### config.mk
export PLATFORM = sky130hd
export DESIGN_NAME = dma_xfer_ctrl
export DESIGN_NICKNAME = d
export VERILOG_FILES = /design/src/rtl/dmx_pkg.sv /design/src/rtl/dmx_regs.sv /design/src/rtl/dmx_walk.sv /design/src/rtl/dmx_seq.sv /design/src/rtl/dma_xfer_ctrl.sv
export SDC_FILE = /design/constraint.sdc
export NUM_CORES = 1
export LEC_CHECK = 0
export ABC_CLOCK_PERIOD_IN_PS = 7300
export BUFFER_PORTS_ARGS = -buffer_cell sky130_fd_sc_hd__clkbuf_2
export CAP_MARGIN = 20
export CORE_MARGIN = 2
export CORE_UTILIZATION = 45
export DETAILED_ROUTE_END_ITERATION = 16
export GPL_ROUTABILITY_DRIVEN = 1
export GPL_TIMING_DRIVEN = 0
export SYNTH_ARGS = -nofsm -noshare
export SYNTH_HDL_FRONTEND = slang
export SYNTH_HIERARCHICAL = 1
export SYNTH_SLANG_ARGS = --single-unit
### constraint.sdc
create_clock -name clk -period 7.3 [get_ports clk]
set_input_delay 0.365 -clock clk [delete_from_list [all_inputs] [get_ports clk]]
set_output_delay 0.365 -clock clk [all_outputs]
set_load 0.01 [all_outputs]
### src/rtl/dmx_pkg.sv
package dmx_pkg;

    typedef enum logic [1:0] {
        XM_DEMAND = 2'd0,
        XM_SINGLE = 2'd1,
        XM_BLOCK  = 2'd2
    } xmode_e;

    typedef enum logic [2:0] {
        S_IDLE    = 3'd0,
        S_ARMED   = 3'd1,
        S_HREQ    = 3'd2,
        S_SETUP   = 3'd3,
        S_STROBE  = 3'd4,
        S_RECOVER = 3'd5
    } seq_e;

    typedef struct packed {
        logic   to_mem;   // 1: device -> memory
        xmode_e mode;
    } xcfg_t;

    typedef struct packed {
        logic mem_rd;
        logic mem_wr;
        logic io_rd;
        logic io_wr;
    } strb_t;

    localparam logic [2:0] SEL_SRC = 3'd0;
    localparam logic [2:0] SEL_DST = 3'd1;
    localparam logic [2:0] SEL_CNT = 3'd2;
    localparam logic [2:0] SEL_CTL = 3'd3;
    localparam logic [2:0] SEL_CLR = 3'd4;

    localparam int CTL_DIR_BIT   = 0;
    localparam int CTL_MODE_LO   = 1;
    localparam int CTL_START_BIT = 3;

    function automatic xmode_e decode_mode(input logic [1:0] f);
        case (f)
            2'd0:    return XM_DEMAND;
            2'd1:    return XM_SINGLE;
            default: return XM_BLOCK;
        endcase
    endfunction

    function automatic strb_t strobes_for(input logic to_mem);
        strb_t s;
        s.mem_rd = !to_mem;
        s.io_wr  = !to_mem;
        s.io_rd  = to_mem;
        s.mem_wr = to_mem;
        return s;
    endfunction

endpackage

### src/rtl/dmx_regs.sv
module dmx_regs
    import dmx_pkg::*;
#(
    parameter int AW = 16
) (
    input  logic          clk,
    input  logic          rst,
    input  logic          cfg_we,
    input  logic [2:0]    cfg_sel,
    input  logic [AW-1:0] cfg_wdata,
    input  logic          busy,
    output logic [AW-1:0] cnt_q,
    output logic [AW-1:0] launch_addr,
    output xcfg_t         cfg_q,
    output logic          start,
    output logic          irq_clr
);
    logic [AW-1:0] src_q, dst_q;
    logic          open_w;

    assign open_w  = cfg_we && !busy;
    assign start   = open_w && (cfg_sel == SEL_CTL) && cfg_wdata[CTL_START_BIT];
    assign irq_clr = cfg_we && (cfg_sel == SEL_CLR) && cfg_wdata[0];
    // pointer base follows the direction being written with the start bit
    assign launch_addr = cfg_wdata[CTL_DIR_BIT] ? dst_q : src_q;

    always_ff @(posedge clk) begin
        if (rst) begin
            src_q <= '0;
            dst_q <= '0;
            cnt_q <= '0;
            cfg_q <= '{to_mem: 1'b0, mode: XM_DEMAND};
        end else if (open_w) begin
            case (cfg_sel)
                SEL_SRC: src_q <= cfg_wdata;
                SEL_DST: dst_q <= cfg_wdata;
                SEL_CNT: cnt_q <= cfg_wdata;
                SEL_CTL: begin
                    cfg_q.to_mem <= cfg_wdata[CTL_DIR_BIT];
                    cfg_q.mode   <= decode_mode(cfg_wdata[CTL_MODE_LO +: 2]);
                end
                default: ;
            endcase
        end
    end


    busy_lock_chk: assert property (@(posedge clk) disable iff (rst)
        (busy && cfg_we) |=> ($stable(src_q) && $stable(dst_q) && $stable(cnt_q) && $stable(cfg_q)));

endmodule

### src/rtl/dmx_walk.sv
module dmx_walk #(
    parameter int AW = 16
) (
    input  logic          clk,
    input  logic          rst,
    input  logic          load,
    input  logic          step,
    input  logic [AW-1:0] base,
    input  logic [AW-1:0] count,
    output logic [AW-1:0] ptr,
    output logic          last
);
    logic [AW-1:0] left;

    assign last = (left == '0);

    always_ff @(posedge clk) begin
        if (rst) begin
            ptr  <= '0;
            left <= '0;
        end else if (load) begin
            ptr  <= base;
            left <= count;
        end else if (step) begin
            ptr  <= ptr + 1'b1;
            left <= left - 1'b1;
        end
    end


    walk_hold_chk: assert property (@(posedge clk) disable iff (rst)
        (!load && !step) |=> ($stable(ptr) && $stable(left)));

endmodule

### src/rtl/dmx_seq.sv
module dmx_seq
    import dmx_pkg::*;
(
    input  logic   clk,
    input  logic   rst,
    input  logic   start,
    input  logic   dreq,
    input  logic   hold_ack,
    input  xcfg_t  cfg,
    input  logic   last,
    input  logic   irq_clr,
    output logic   busy,
    output logic   hold_req,
    output logic   dack,
    output logic   bus_oe,
    output strb_t  strb,
    output logic   load,
    output logic   step,
    output logic   irq
);
    seq_e state, nxt;
    logic done_w;

    assign busy     = (state != S_IDLE);
    assign bus_oe   = (state == S_SETUP) || (state == S_STROBE) || (state == S_RECOVER);
    assign hold_req = bus_oe || (state == S_HREQ);
    assign dack     = bus_oe;
    assign strb     = (state == S_STROBE) ? strobes_for(cfg.to_mem) : '0;
    assign load     = start && (state == S_IDLE);
    assign step     = (state == S_RECOVER);
    assign done_w   = step && last;

    always_comb begin
        nxt = state;
        case (state)
            S_IDLE:    if (start)    nxt = S_ARMED;
            S_ARMED:   if (dreq)     nxt = S_HREQ;
            S_HREQ:    if (hold_ack) nxt = S_SETUP;
            S_SETUP:                 nxt = S_STROBE;
            S_STROBE:                nxt = S_RECOVER;
            S_RECOVER: begin
                if (last) nxt = S_IDLE;
                else begin
                    case (cfg.mode)
                        XM_BLOCK:  nxt = S_SETUP;
                        XM_DEMAND: nxt = dreq ? S_SETUP : S_ARMED;
                        default:   nxt = S_ARMED;
                    endcase
                end
            end
            default: nxt = S_IDLE;
        endcase
    end

    always_ff @(posedge clk) begin
        if (rst) begin
            state <= S_IDLE;
            irq   <= 1'b0;
        end else begin
            state <= nxt;
            if (done_w)       irq <= 1'b1;
            else if (irq_clr) irq <= 1'b0;
        end
    end


    grant_first_chk: assert property (@(posedge clk) disable iff (rst)
        $rose(bus_oe) |-> $past(hold_ack));

    release_together_chk: assert property (@(posedge clk) disable iff (rst)
        $fell(hold_req) |-> $fell(bus_oe));

    req_after_dreq_chk: assert property (@(posedge clk) disable iff (rst)
        $rose(hold_req) |-> $past(dreq));

    strobe_pair_chk: assert property (@(posedge clk) disable iff (rst)
        ($countones(strb) == 0) || ($countones(strb) == 2));

    irq_sticky_chk: assert property (@(posedge clk) disable iff (rst)
        (irq && !irq_clr && !done_w) |=> irq);

    block_keep_chk: assert property (@(posedge clk) disable iff (rst)
        (cfg.mode == XM_BLOCK && bus_oe && !done_w) |=> hold_req);

endmodule

### src/rtl/dma_xfer_ctrl.sv
module dma_xfer_ctrl
    import dmx_pkg::*;
#(
    parameter int AW = 16
) (
    input  logic          clk,
    input  logic          rst,
    input  logic          cfg_we,
    input  logic [2:0]    cfg_sel,
    input  logic [AW-1:0] cfg_wdata,
    output logic          busy,
    output logic          irq,
    input  logic          dreq,
    output logic          dack,
    output logic          hold_req,
    input  logic          hold_ack,
    output logic          bus_oe,
    output logic [AW-1:0] addr,
    output logic          mem_rd,
    output logic          mem_wr,
    output logic          io_rd,
    output logic          io_wr
);
    logic [AW-1:0] cnt_q, launch_addr, ptr;
    xcfg_t         cfg_q;
    strb_t         strb;
    logic          start, irq_clr, load, step, last;

    dmx_regs #(.AW(AW)) u_regs (
        .clk(clk), .rst(rst), .cfg_we(cfg_we), .cfg_sel(cfg_sel),
        .cfg_wdata(cfg_wdata), .busy(busy), .cnt_q(cnt_q),
        .launch_addr(launch_addr), .cfg_q(cfg_q), .start(start),
        .irq_clr(irq_clr)
    );

    dmx_walk #(.AW(AW)) u_walk (
        .clk(clk), .rst(rst), .load(load), .step(step),
        .base(launch_addr), .count(cnt_q), .ptr(ptr), .last(last)
    );

    dmx_seq u_seq (
        .clk(clk), .rst(rst), .start(start), .dreq(dreq),
        .hold_ack(hold_ack), .cfg(cfg_q), .last(last), .irq_clr(irq_clr),
        .busy(busy), .hold_req(hold_req), .dack(dack), .bus_oe(bus_oe),
        .strb(strb), .load(load), .step(step), .irq(irq)
    );

    assign addr   = bus_oe ? ptr : '0;
    assign mem_rd = strb.mem_rd;
    assign mem_wr = strb.mem_wr;
    assign io_rd  = strb.io_rd;
    assign io_wr  = strb.io_wr;

endmodule

==> impl_metrics.py <==
metrics = {
    "outcome": {
        "status": "finished clean",
    },
    "synthesis": {
        "yosysSeqAreaShare_pct": 38.6,
        "synthArstFlopShare_pct": 0,
        "synth_nets": 513,
        "synth_edf_count": 0,
        "synth.distinct_cells": 53,
        "avgSynthCellArea_um2": 9.26,
        "synthesis.instances": 487,
        "yosysTopAreaCellShare_pct": 38.6,
        "ys_ff_latch": 87,
        "synth_most_common_cell": "dfxtp_1",
        "yosys-top-cells-count": "dfxtp_1 (87), nand2b_1 (68), mux2i_1 (53), nor2_1 (33), nand2_1 (24)",
        "ys_top_cells_by_area": "dfxtp_1 (39%), mux2i_1 (12%), nand2b_1 (9.4%)",
        "synth_area_mm2": 0.00451,
        "yosys_warnings": 6,
        "synth_flop_cell": "dfxtp_1",
        "synth_area_leader_cell": "dfxtp_1",
    },
    "clock_network": {
        "ctsResizeCount": 0,
        "clockRootBuffer": "clkbuf_8",
        "cts_hold_buf": 0,
        "clk_pin_slew_ns": 0.08,
        "clock_path_buffers": 2,
        "cts_tree": "done",
        "cts_setup_buffers": 0,
        "htree_levels": 3,
        "numCtsBuffers": 9,
        "clk_latency_ns": 0.35,
        "clock_sinks": 87,
    },
    "worst_setup_path": {
        "crit_fanout": 10,
        "critPathSlowestCell": "nor3b_4",
        "crit_chain": "buf_6 > nor2_1 > nand2_1 > nor3b_4 > nand3_1 > nor2_1 > and3_1 > inv_1 > clkbuf_1 > clkbuf_1 > a311oi_1",
        "cp-end-kind": "register",
        "cp-start-kind": "register",
        "cp.required_ns": 7.55,
        "crit_type": "register to register",
        "critPathMaxStageDelay_ns": 0.35,
        "arrival_ns": 3.21,
    },
    "layout": {
        "antenna_cells": 0,
        "layout.nets": 571,
        "instances_no_fill": 683,
        "syn2layout_area_growth_pct": 13.1,
        "drive_gt1_share_pct": 21.3,
        "fin_area_mm2": 0.00510,
    },
    "floorplanning": {
        "fp-row-count": 36,
        "core_area_mm2": 0.00977,
        "io-pin-count": 49,
        "initial_core_util_pct": 46.2,
        "die_w_um": 104,
        "die-area_mm2": 0.0108,
        "die_y_um": 104,
    },
    "sta": {
        "fin_setup_tns_ns": 0,
        "clock_skew_ns": 0.0107,
        "worst_slew_pin_slew_ns": 1.03,
        "maxSlewHeadroom_pct": 30.5,
        "fmax_mhz": 338,
        "setup_viol": 0,
        "finalMaxSlewViolations": 0,
        "hold_viol_final": 0,
        "period_needed_ns": 2.96,
        "rsz0062_at_grt": "no",
        "finalCritPeriodShare_pct": 40.6,
    },
    "drt": {
        "wl_per_cell_um": 16.3,
        "postRouteAntennaNets": 0,
        "drc": 0,
        "finalWirelength_um": 11100,
        "first_pass_iters": 4,
        "num_vias": 3526,
        "vias_per_cell": 5.16,
        "drt_iter0_markers": 114,
    },
    "place": {
        "place.detailed.hpwl_um": 8340,
        "post_dp_cell_area_mm2": 0.00491,
        "port_buffers": 47,
        "gp_congestion": 0.818,
        "dp.cells": 667,
    },
    "power_and_ir_drop": {
        "clkPwrFrac_pct": 37.1,
        "p_switching_uw": 212,
        "switching_share_pct": 23.6,
        "power_frac_seq_pct": 54.7,
        "p_leak_uw": 0.00214,
        "combinationalPowerShare_pct": 8.2,
        "power.density_mw_per_mm2": 176,
        "intPower_uw": 684,
        "max-vdd-ir-drop_uv": 105,
    },
    "job": {
        "cap_violations": 0,
    },
    "grt": {
        "grt_max_degree": 16,
        "grt_usage_pct": 20.7,
        "overflow": 0,
        "antenna_found_initial": 0,
        "grt_pass1_vias": 3409,
        "grt_first_pass_wirelength_um": 17700,
    },
    "hold_path": {
        "hp-class": "primary input to register",
    },
}
## power by group through the flow
stage / Combinational, uW / Clock [uW] / Sequential (uW)
final: 73.4 / 333 / 490
after global routing: 79.5 / 359 / 491
after CTS: 73.7 / 343 / 490
after detailed placement: 73.3 / 0 / 501
after global placement: 72.7 / 0 / 500
after floorplan: 50.0 / 0 / 499
## layer usage
| layer | vias up | track usage [%] | part of all wire [%] |
|---|---|---|---|
| met5 | - | 0 | 0 |
| met4 | 0 | 4.73 | 0.72 |
| met3 | 5 | 3.95 | 3.7 |
| met2 | 57 | 32.7 | 46 |
| met1 | 1661 | 29.4 | 49 |
| li1 | 1803 | - | - |
## registers in the layout, summed over array words and instances (netlist names)
register      count
u_walk/left      16
u_seq/irq         1
u_regs/dst_q     16
u_walk/ptr       16
u_regs/src_q     16
u_seq/state       3
u_regs/cnt_q     16
u_regs/cfg_q      3
## area by class of cell
cell class | count | area, um^2
fill | 942 | 4670
clock inverter | 3 | 42.5
sequential | 87 | 1740
tap | 133 | 166
buffer | 35 | 216
multi-input combinational | 354 | 2510
inverter | 11 | 41.3
timing repair buffer | 47 | 235
clock buffer | 13 | 149
## final timing paths
path,cells past startpoint,startpoint,slack (ns),endpoint
setup / recovery,11,u_seq/state[1]$_SDFFE_PP0P_,4.34,u_walk/left[4]$_SDFFE_PP0P_
hold / removal,3,cfg_wdata[2],0.30,u_regs/cfg_q[0]$_SDFFE_PP0P_
setup reg to reg,11,u_seq/state[1]$_SDFFE_PP0P_,4.34,u_walk/left[4]$_SDFFE_PP0P_
hold reg to reg,2,u_regs/src_q[11]$_SDFFE_PP0P_,0.48,u_regs/src_q[11]$_SDFFE_PP0P_
## metrics by stage
step	utilization (%)	worst slack (ns)	hold slack (ns)	total power (uW)
final	52.2	4.34	0.304	896
after global routing	52.2	4.06	0.314	929
after CTS	52.2	4.37	0.286	906
after detailed placement	50.3	4.40	0.458	574
after global placement	50.3	4.41	0.451	573
after floorplan	-	4.94	0.434	549
## cell families (layout without fill, tap and decap cells)
family                     Yosys count  after routing  synth area share [%]
xor gates and xnor gates            21             21                  4.08
muxes                               69             69                  15.8
buffers and inverters               46            109                  5.71
DFF                                 87             87                  38.6
AOI/OAI and AO/OA                   55             55                  7.79
adders and majority gates            2              2                 0.555
and+or+nand+nor                    207            207                  27.5
## cell usage in the layout, fill, tap and decap left out, drive strengths merged, types with 4 or more instances in the layout
cell type  netlist  layout
mux2i           53      53
inv             11      11
xnor2           16      16
mux2            16      16
buf             16      16
nor4            12      12
nand3            4       4
a21oi           18      18
nand2           24      24
nand2b          69      69
clkbuf          19      79
and2            17      17
nand4            6       6
or4              5       5
xor2             5       5
a311oi           5       5
dfxtp           87      87
nor2            33      33
o21ai            9       9
and3             5       5
a211oi          15      15
nor3            10      10
## critical path: cells and delay by family (launching register included)
family | cells | cell delay (ns)
flip-flops | 1 | 0.31
buffers and inverters | 4 | 0.78
AND/OR/NAND/NOR | 6 | 1.46
AO/OA/AOI/OAI | 1 | 0.30
(Power assumes the default switching activity.)
